**src/rtl/gpio_bank_pkg.sv**
```systemverilog
package gpio_bank_pkg;
  localparam int REG_AW = 5;
  localparam int NSTATE = 3;

  typedef enum logic [1:0] {
    GRP_OUT = 2'd0,
    GRP_OE  = 2'd1,
    GRP_STS = 2'd2,
    GRP_PAD = 2'd3
  } grp_e;

  typedef enum logic [1:0] {
    FORM_DIR  = 2'd0,
    FORM_SET  = 2'd1,
    FORM_CLR  = 2'd2,
    FORM_NONE = 2'd3
  } form_e;
endpackage

```
**src/rtl/gpio_sync2.sv**
```systemverilog
module gpio_sync2 #(
  parameter int WIDTH = 35
) (
  input  logic             clk,
  input  logic             rst,
  input  logic [WIDTH-1:0] d,
  output logic [WIDTH-1:0] q
);
  logic [WIDTH-1:0] stage1;

  always_ff @(posedge clk) begin
    if (rst) begin
      stage1 <= '0;
      q      <= '0;
    end else begin
      stage1 <= d;
      q      <= stage1;
    end
  end
endmodule

```
**src/rtl/gpio_decode.sv**
```systemverilog
module gpio_decode
  import gpio_bank_pkg::*;
(
  input  logic                         wr,
  input  logic [REG_AW-1:0]            addr,
  output logic [NSTATE-1:0][1:0]       we_dir,
  output logic [NSTATE-1:0][1:0]       we_set,
  output logic [NSTATE-1:0][1:0]       we_clr
);
  logic [1:0] grp;
  logic       word;
  logic [1:0] form;

  assign grp  = addr[4:3];
  assign word = addr[2];
  assign form = addr[1:0];

  always_comb begin
    we_dir = '0;
    we_set = '0;
    we_clr = '0;
    for (int g = 0; g < NSTATE; g++) begin
      if (wr && grp == 2'(g)) begin
        we_dir[g][word] = (form == FORM_DIR);
        we_set[g][word] = (form == FORM_SET);
        we_clr[g][word] = (form == FORM_CLR);
      end
    end
  end
endmodule

```
**src/rtl/gpio_wreg.sv**
```systemverilog
module gpio_wreg #(
  parameter int WIDTH = 32
) (
  input  logic             clk,
  input  logic             rst,
  input  logic             we_dir,
  input  logic             we_set,
  input  logic             we_clr,
  input  logic [WIDTH-1:0] wdata,
  input  logic [WIDTH-1:0] hw_set,
  output logic [WIDTH-1:0] q
);
  logic [WIDTH-1:0] nxt;

  always_comb begin
    nxt = q;
    if (we_dir)      nxt = wdata;
    else if (we_set) nxt = q | wdata;
    else if (we_clr) nxt = q & ~wdata;
    nxt = nxt | hw_set;
  end

  always_ff @(posedge clk) begin
    if (rst) q <= '0;
    else     q <= nxt;
  end
endmodule

```
**src/rtl/gpio_bank_regs.sv**
```systemverilog
module gpio_bank_regs
  import gpio_bank_pkg::*;
#(
  parameter int NUM_PINS = 35,
  parameter int DATA_W   = 32
) (
  input  logic                clk,
  input  logic                rst,
  input  logic                bus_wr,
  input  logic                bus_rd,
  input  logic [REG_AW-1:0]   bus_addr,
  input  logic [DATA_W-1:0]   bus_wdata,
  output logic [DATA_W-1:0]   bus_rdata,
  input  logic [NUM_PINS-1:0] pad_in,
  input  logic [NUM_PINS-1:0] hw_evt,
  output logic [NUM_PINS-1:0] pin_out,
  output logic [NUM_PINS-1:0] pin_oe,
  output logic [NUM_PINS-1:0] irq_status
);
  localparam int HI_W  = NUM_PINS - DATA_W;
  localparam int PAD_W = 2 * DATA_W - NUM_PINS;

  logic [NSTATE-1:0][1:0]          we_dir, we_set, we_clr;
  logic [NSTATE-1:0][NUM_PINS-1:0] grp_q;
  logic [NSTATE-1:0][NUM_PINS-1:0] hw_vec;
  logic [NUM_PINS-1:0]             pad_sync;
  logic [NUM_PINS-1:0]             rd_src;
  logic [DATA_W-1:0]               rd_next;

  assign hw_vec = {hw_evt, {NUM_PINS{1'b0}}, {NUM_PINS{1'b0}}};

  gpio_decode u_dec (
    .wr     (bus_wr),
    .addr   (bus_addr),
    .we_dir (we_dir),
    .we_set (we_set),
    .we_clr (we_clr)
  );

  for (genvar g = 0; g < NSTATE; g++) begin : g_grp
    gpio_wreg #(.WIDTH(DATA_W)) u_lo (
      .clk    (clk),
      .rst    (rst),
      .we_dir (we_dir[g][0]),
      .we_set (we_set[g][0]),
      .we_clr (we_clr[g][0]),
      .wdata  (bus_wdata),
      .hw_set (hw_vec[g][DATA_W-1:0]),
      .q      (grp_q[g][DATA_W-1:0])
    );
    gpio_wreg #(.WIDTH(HI_W)) u_hi (
      .clk    (clk),
      .rst    (rst),
      .we_dir (we_dir[g][1]),
      .we_set (we_set[g][1]),
      .we_clr (we_clr[g][1]),
      .wdata  (bus_wdata[HI_W-1:0]),
      .hw_set (hw_vec[g][NUM_PINS-1:DATA_W]),
      .q      (grp_q[g][NUM_PINS-1:DATA_W])
    );
  end

  gpio_sync2 #(.WIDTH(NUM_PINS)) u_sync (
    .clk (clk),
    .rst (rst),
    .d   (pad_in),
    .q   (pad_sync)
  );

  always_comb begin
    case (bus_addr[4:3])
      GRP_OUT: rd_src = grp_q[0];
      GRP_OE:  rd_src = grp_q[1];
      GRP_STS: rd_src = grp_q[2];
      default: rd_src = pad_sync;
    endcase
    rd_next = '0;
    if (bus_addr[1:0] == FORM_DIR) begin
      if (bus_addr[2]) rd_next = {{PAD_W{1'b0}}, rd_src[NUM_PINS-1:DATA_W]};
      else             rd_next = rd_src[DATA_W-1:0];
    end
  end

  always_ff @(posedge clk) begin
    if (rst)         bus_rdata <= '0;
    else if (bus_rd) bus_rdata <= rd_next;
  end

  assign pin_out    = grp_q[0];
  assign pin_oe     = grp_q[1];
  assign irq_status = grp_q[2];
endmodule

```
**config.mk**
```make
export PLATFORM = sky130hd
export DESIGN_NAME = gpio_bank_regs
export DESIGN_NICKNAME = d
export VERILOG_FILES = /design/src/rtl/gpio_bank_pkg.sv /design/src/rtl/gpio_sync2.sv /design/src/rtl/gpio_decode.sv /design/src/rtl/gpio_wreg.sv /design/src/rtl/gpio_bank_regs.sv
export SDC_FILE = /design/constraint.sdc
export NUM_CORES = 1
export LEC_CHECK = 0
export ABC_AREA = 1
export BUFFER_PORTS_ARGS = -buffer_cell sky130_fd_sc_hd__buf_2
export CORE_MARGIN = 5
export CORE_UTILIZATION = 30
export CTS_CLUSTER_DIAMETER = 150
export CTS_CLUSTER_SIZE = 20
export DETAILED_ROUTE_END_ITERATION = 8
export GPL_ROUTABILITY_DRIVEN = 0
export PLACE_DENSITY = 0.53
export REMOVE_ABC_BUFFERS = 1
export SYNTH_ARGS = -nofsm -noshare
export SYNTH_HDL_FRONTEND = slang
export SYNTH_SLANG_ARGS = --single-unit
export TNS_END_PERCENT = 50
```
**constraint.sdc**
```tcl
create_clock -name clk -period 1.1 [get_ports clk]
set_input_delay 0.055 -clock clk [delete_from_list [all_inputs] [get_ports clk]]
set_output_delay 0.055 -clock clk [all_outputs]
set_load 0.03 [all_outputs]
```
; ---- Word level (Yosys, flattened, before mapping)
; Cells that the tools add are included.
[word_totals]
ff_bits = 207
in_bits = 111
mem_bits_rw = 0
mem_count = 0
romBits = 0
wordCells = 76
output_inout_bits = 137
latch_bits = 0
[classes]
n_bitwise = 19
shifts = 0
multipliers = 0
n_div = 0
addsub = 0
order_cmp = 2
muxes = 32
n_eq_ne = 4
reduce_logical = 10
[ops]
columns = cell, n
row1 = $mux W32, 11
row2 = $or A32 B32 Y32, 4
row3 = $pmux W35 S3, 1
row4 = $and A32 B32 Y32, 3
row5 = $not A32 Y32, 1
row6 = $mux W3, 9
row7 = $mux W2, 9
row8 = $or A3 B3 Y3, 4
row9 = $reduce_bool A3 Y1, 4
row10 = $and A3 B3 Y3, 3
row11 = $and A2 B2 Y2, 3
row12 = $eq A2 B1 Y1 const B, 2
row13 = $eq A2 B2 Y1 const B, 2
row14 = $logic_and A1 B1 Y1, 4
row15 = $logic_not A2 Y1, 2
row16 = $not A3 Y3, 1
row17 = $lt A1 B2 Y1 const B, 1
row18 = $demux W1 S1, 1
row19 = $ge A1 B1 Y1 const B, 1
row20 = $mux W1, 1

; ---- Depth between registers and ports, before layout
[logic_depth]
ltp_word = 10
ltp_mapped = 9
depth_no_buf = 9

; ---- Modules after synthesis
; From an unflattened synthesis, not the netlist that was laid out.
[unflattened]
hier_cells = 1477
hier_area_um2 = 9967.1
[modules_own_cells]
columns = module, cells_per_inst, seq_area_each_um2, instances, area_per_inst_um2
row1 = gpio_wreg (g_grp[0].u_lo ...), 273, 640.6, 3, 1767.9
row2 = gpio_bank_regs, 328, 640.6, 1, 2035.7
row3 = gpio_sync2, 218, 1401.3, 1, 2016.9
row4 = gpio_wreg (g_grp[0].u_hi ...), 26, 60.1, 3, 157.7
row5 = gpio_decode, 34, 0.0, 1, 137.6

; ---- Least setup slack after synthesis
; No wires, ideal clock.
[synth_path]
path_type = input port to flip-flop
from = input port bus_addr[1]
to = register bus_rdata[21]
setup_ns = 0.070
required_time_ns = 1.030
cell_stages = 7
n_path_buf = 2
setup_slack_ns = 0.085
t_arrival_ns = 0.944
path_cell_list = nor2_1 nand2_1 nor2_1 buf_2 buf_4 nand3_1 a21oi_1
[synth_via]
elab_chain_len = 2
[synth_rtl]
columns = element, line_no
row1 = "start, declared", gpio_bank_regs.sv:11  ; input logic [REG_AW-1:0] bus_addr,
row2 = $logic_not A2 Y1, gpio_bank_regs.sv:78  ; if (bus_addr[1:0] == FORM_DIR) begin
row3 = $mux W32, gpio_bank_regs.sv:78
row4 = "end signal, assigned", gpio_bank_regs.sv:86  ; else if (bus_rd) bus_rdata <= rd_next;
row5 = "end, declared", gpio_bank_regs.sv:13  ; output logic [DATA_W-1:0] bus_rdata,
; No other way between the ends.
; A chain may end at the register's enable or synchronous reset.

; ---- Worst setup path in the final report
[layout_path]
from = register g_grp[2].u_lo.q[21]
to = output port irq_status[21]
[layout_rtl]
columns = element, line_no
row1 = "start, declared", gpio_wreg.sv:11  ; output logic [WIDTH-1:0] q
row2 = "start signal, assigned", gpio_wreg.sv:25  ; else q <= nxt;
row3 = "end, declared", gpio_bank_regs.sv:18  ; output logic [NUM_PINS-1:0] irq_status
; No word-level cell between the ends.

==> flow_metrics.tcl <==
set metrics [dict create \
    peakVddDrop_uv 778 \
    routed_wl_um 33500 \
    grt_start_max_net_pins 78 \
    cts-root-buf "clkbuf_16" \
    status "complete, no violations" \
    slowest_stage "dfxtp_1" \
    min_period_ns 1.07 \
    fin_ws_ns 0.0282 \
    syn_area_sq_um 8810 \
    start_kind "flip-flop" \
    worst_pin_slew_ns 0.373 \
    ys_seq_elements 207 \
    arrival_ns 1.02 \
    grt_pass1_vias 9184 \
    leakage_nw 6.04 \
    cts.sinks 207 \
    cts_setup_buffers 0 \
    synthFlopType "dfxtp_1" \
    min_path_type "in -> reg" \
    path_buf_inv 1 \
    crit_path_end_kind "output port" \
    crit_fanout 3 \
    clock_latency_ns 0.48 \
    slew_viol_final 0 \
    htreeDepth 1 \
    fmax_mhz 933 \
    rows 62 \
    pin_count 248 \
    path_clk_slew_ns 0.09 \
    postRouteAntennaNets 0 \
    slowest_delay_ns 0.37 \
    fin_area_sq_um 13100 \
    swShare_pct 27.4 \
    post-place-ws_ns -0.297 \
    yosysTopAreaCell "dfxtp_1" \
    vias_per_cell 4.60 \
    p_int_mw 11.3 \
    skew_ns 0.0201 \
    wl_per_cell_um 16.3 \
    grt_pass1_wl_um 51600 \
    p_clk_share_pct 33.1 \
    die_area_sq_um 32900 \
    drive_gt1_share_pct 28.2 \
    ys_top_cells_by_area "dfxtp_1 (47%), nand2_1 (14%), inv_1 (7.8%)" \
    start_util_pct 30.5 \
    period_share_pct 97.4 \
    finalSetupViolCount 0 \
    fin_setup_tns_ns 0 \
    cts_buffer_depth 3 \
    slew_headroom_pct 75.1 \
    firstDrtPassIters 5 \
    io_buffers 247 \
    synth_top_area_share_pct 47.0 \
    p_seq_share_pct 50.9 \
    grt_usage_pct 19.4 \
    die_y_um 181 \
    grt_overflow_total 0 \
    hold_violations 0 \
    synth_edf_count 0 \
    path_cells "buf_4" \
    power_density_nw_per_um2 1190 \
    netlist_top_cells_count "nand2_1 (326), dfxtp_1 (207), inv_1 (184)" \
    num_vias 9423 \
    yosys_warnings 0 \
    p_switching_mw 4.27 \
    yosysMostFrequentCell "nand2_1" \
    antenna_found_initial 1 \
    dp_hpwl_um 22800 \
    ys_types 19 \
    cts_tree "done" \
    synthArstFlopShare_pct 0 \
    cpLargestDelayFamily "flip-flops" \
    required_ns 1.04 \
    synth_seq_area_share_pct 47.0 \
    cts_made_buffers 14 \
    area_growth_pct 48.2 \
    drv_cap 0 \
    drt-initial-drc-count 567 \
    core_area_sq_um 28900 \
    die_w_um 181 \
    syn-instance-count 1306 \
    placed_cell_area_sq_um 11000 \
    combPwrFrac_pct 15.9 \
    drc 0 \
    fin_nets 1774 \
    path_class "reg -> out" \
    syn_area_per_cell_sq_um 6.75 \
]
power groups by stage:
stage	registers, mW	logic [mW]	clock network (mW)
after global placement	8.07	2.08	0
after global routing	7.97	2.74	5.62
after CTS	7.93	2.49	5.39
after floorplan	8.32	0.719	0
final	7.94	2.49	5.17
after detailed placement	8.08	2.10	0
worst paths after layout:
kind                             from             end  slack, ns  depth (start not counted)
setup / recovery  g_grp[2].u_lo.q[21]  irq_status[21]       0.03                          1
hold reg to reg     u_sync.stage1[21]    u_sync.q[21]       0.39                          2
hold / removal                 bus_rd    bus_rdata[2]       0.04                          5
setup reg to reg            flip-flop   bus_rdata[24]       0.14                          5
cells by family (layout without fill, tap and decap cells):
logic type | after synthesis | after routing | share of synthesized area [%]
compound gates | 208 | 208 | 11.8
buf+inv | 259 | 616 | 11.5
other cells | 0 | 1 | 0
flops | 207 | 207 | 47.0
simple gates | 632 | 632 | 29.7
layout make-up:
cell class                      count  area [sq um]
Timing Repair Buffer              412          3500
Antenna cell                        1          2.50
Clock inverter                      1          16.3
Clock buffer                       15           375
Multi-Input combinational cell    840          3690
Sequential cell                   207          4280
Fill cell                        2927         15800
Inverter                          188           706
Tap cell                          384           480
timing repair:
action	4_1_cts	5_1_grt
resized for setup	227	70
setup endpoints to repair	127	59
hold buffers	103	0
endpoints found under the hold margin	141	0
routing by layer:
layer | wire length, um | share of wire [%] | global-route usage [%] | vias to the layer above
met1 | 14900 | 45 | 25.6 | 4347
met2 | 15700 | 47 | 32.9 | 306
li1 | - | - | - | 4720
met4 | 846 | 2.5 | 5.13 | 0
met5 | 0 | 0 | 0.889 | -
met3 | 2070 | 6.2 | 3.16 | 50
per-stage QoR:
step	cells	util, %	power, mW	hold slack [ns]
floorplan	1235	-	9.04	0.124
global placement	1928	38.1	10.1	0.259
detailed placement	1928	38.1	10.2	0.262
CTS	2047	44.8	15.8	0.0267
global route	2048	45.2	16.3	0.0663
finish	2048	45.2	15.6	0.0410
layout by cell type (no fill, tap or decap), types with 6 or more instances in the layout:
master         Yosys  layout
a21oi_1          103     103
buf_12             0      20
buf_2             28     109
buf_4              2     129
buf_6              0      47
clkbuf_16          0      15
dfxtp_1          207     102
dfxtp_2            0     103
dlygate4sd3_1      0     103
inv_1            184     182
nand2_1          326     324
nand3_1          103     103
nor2_1           164     163
nor2_4             2       8
o21ai_0           63      62
o21ai_1           42      43
or2_0              6       6
or2_2             23      23
Power figures use the tool's default switching activity.
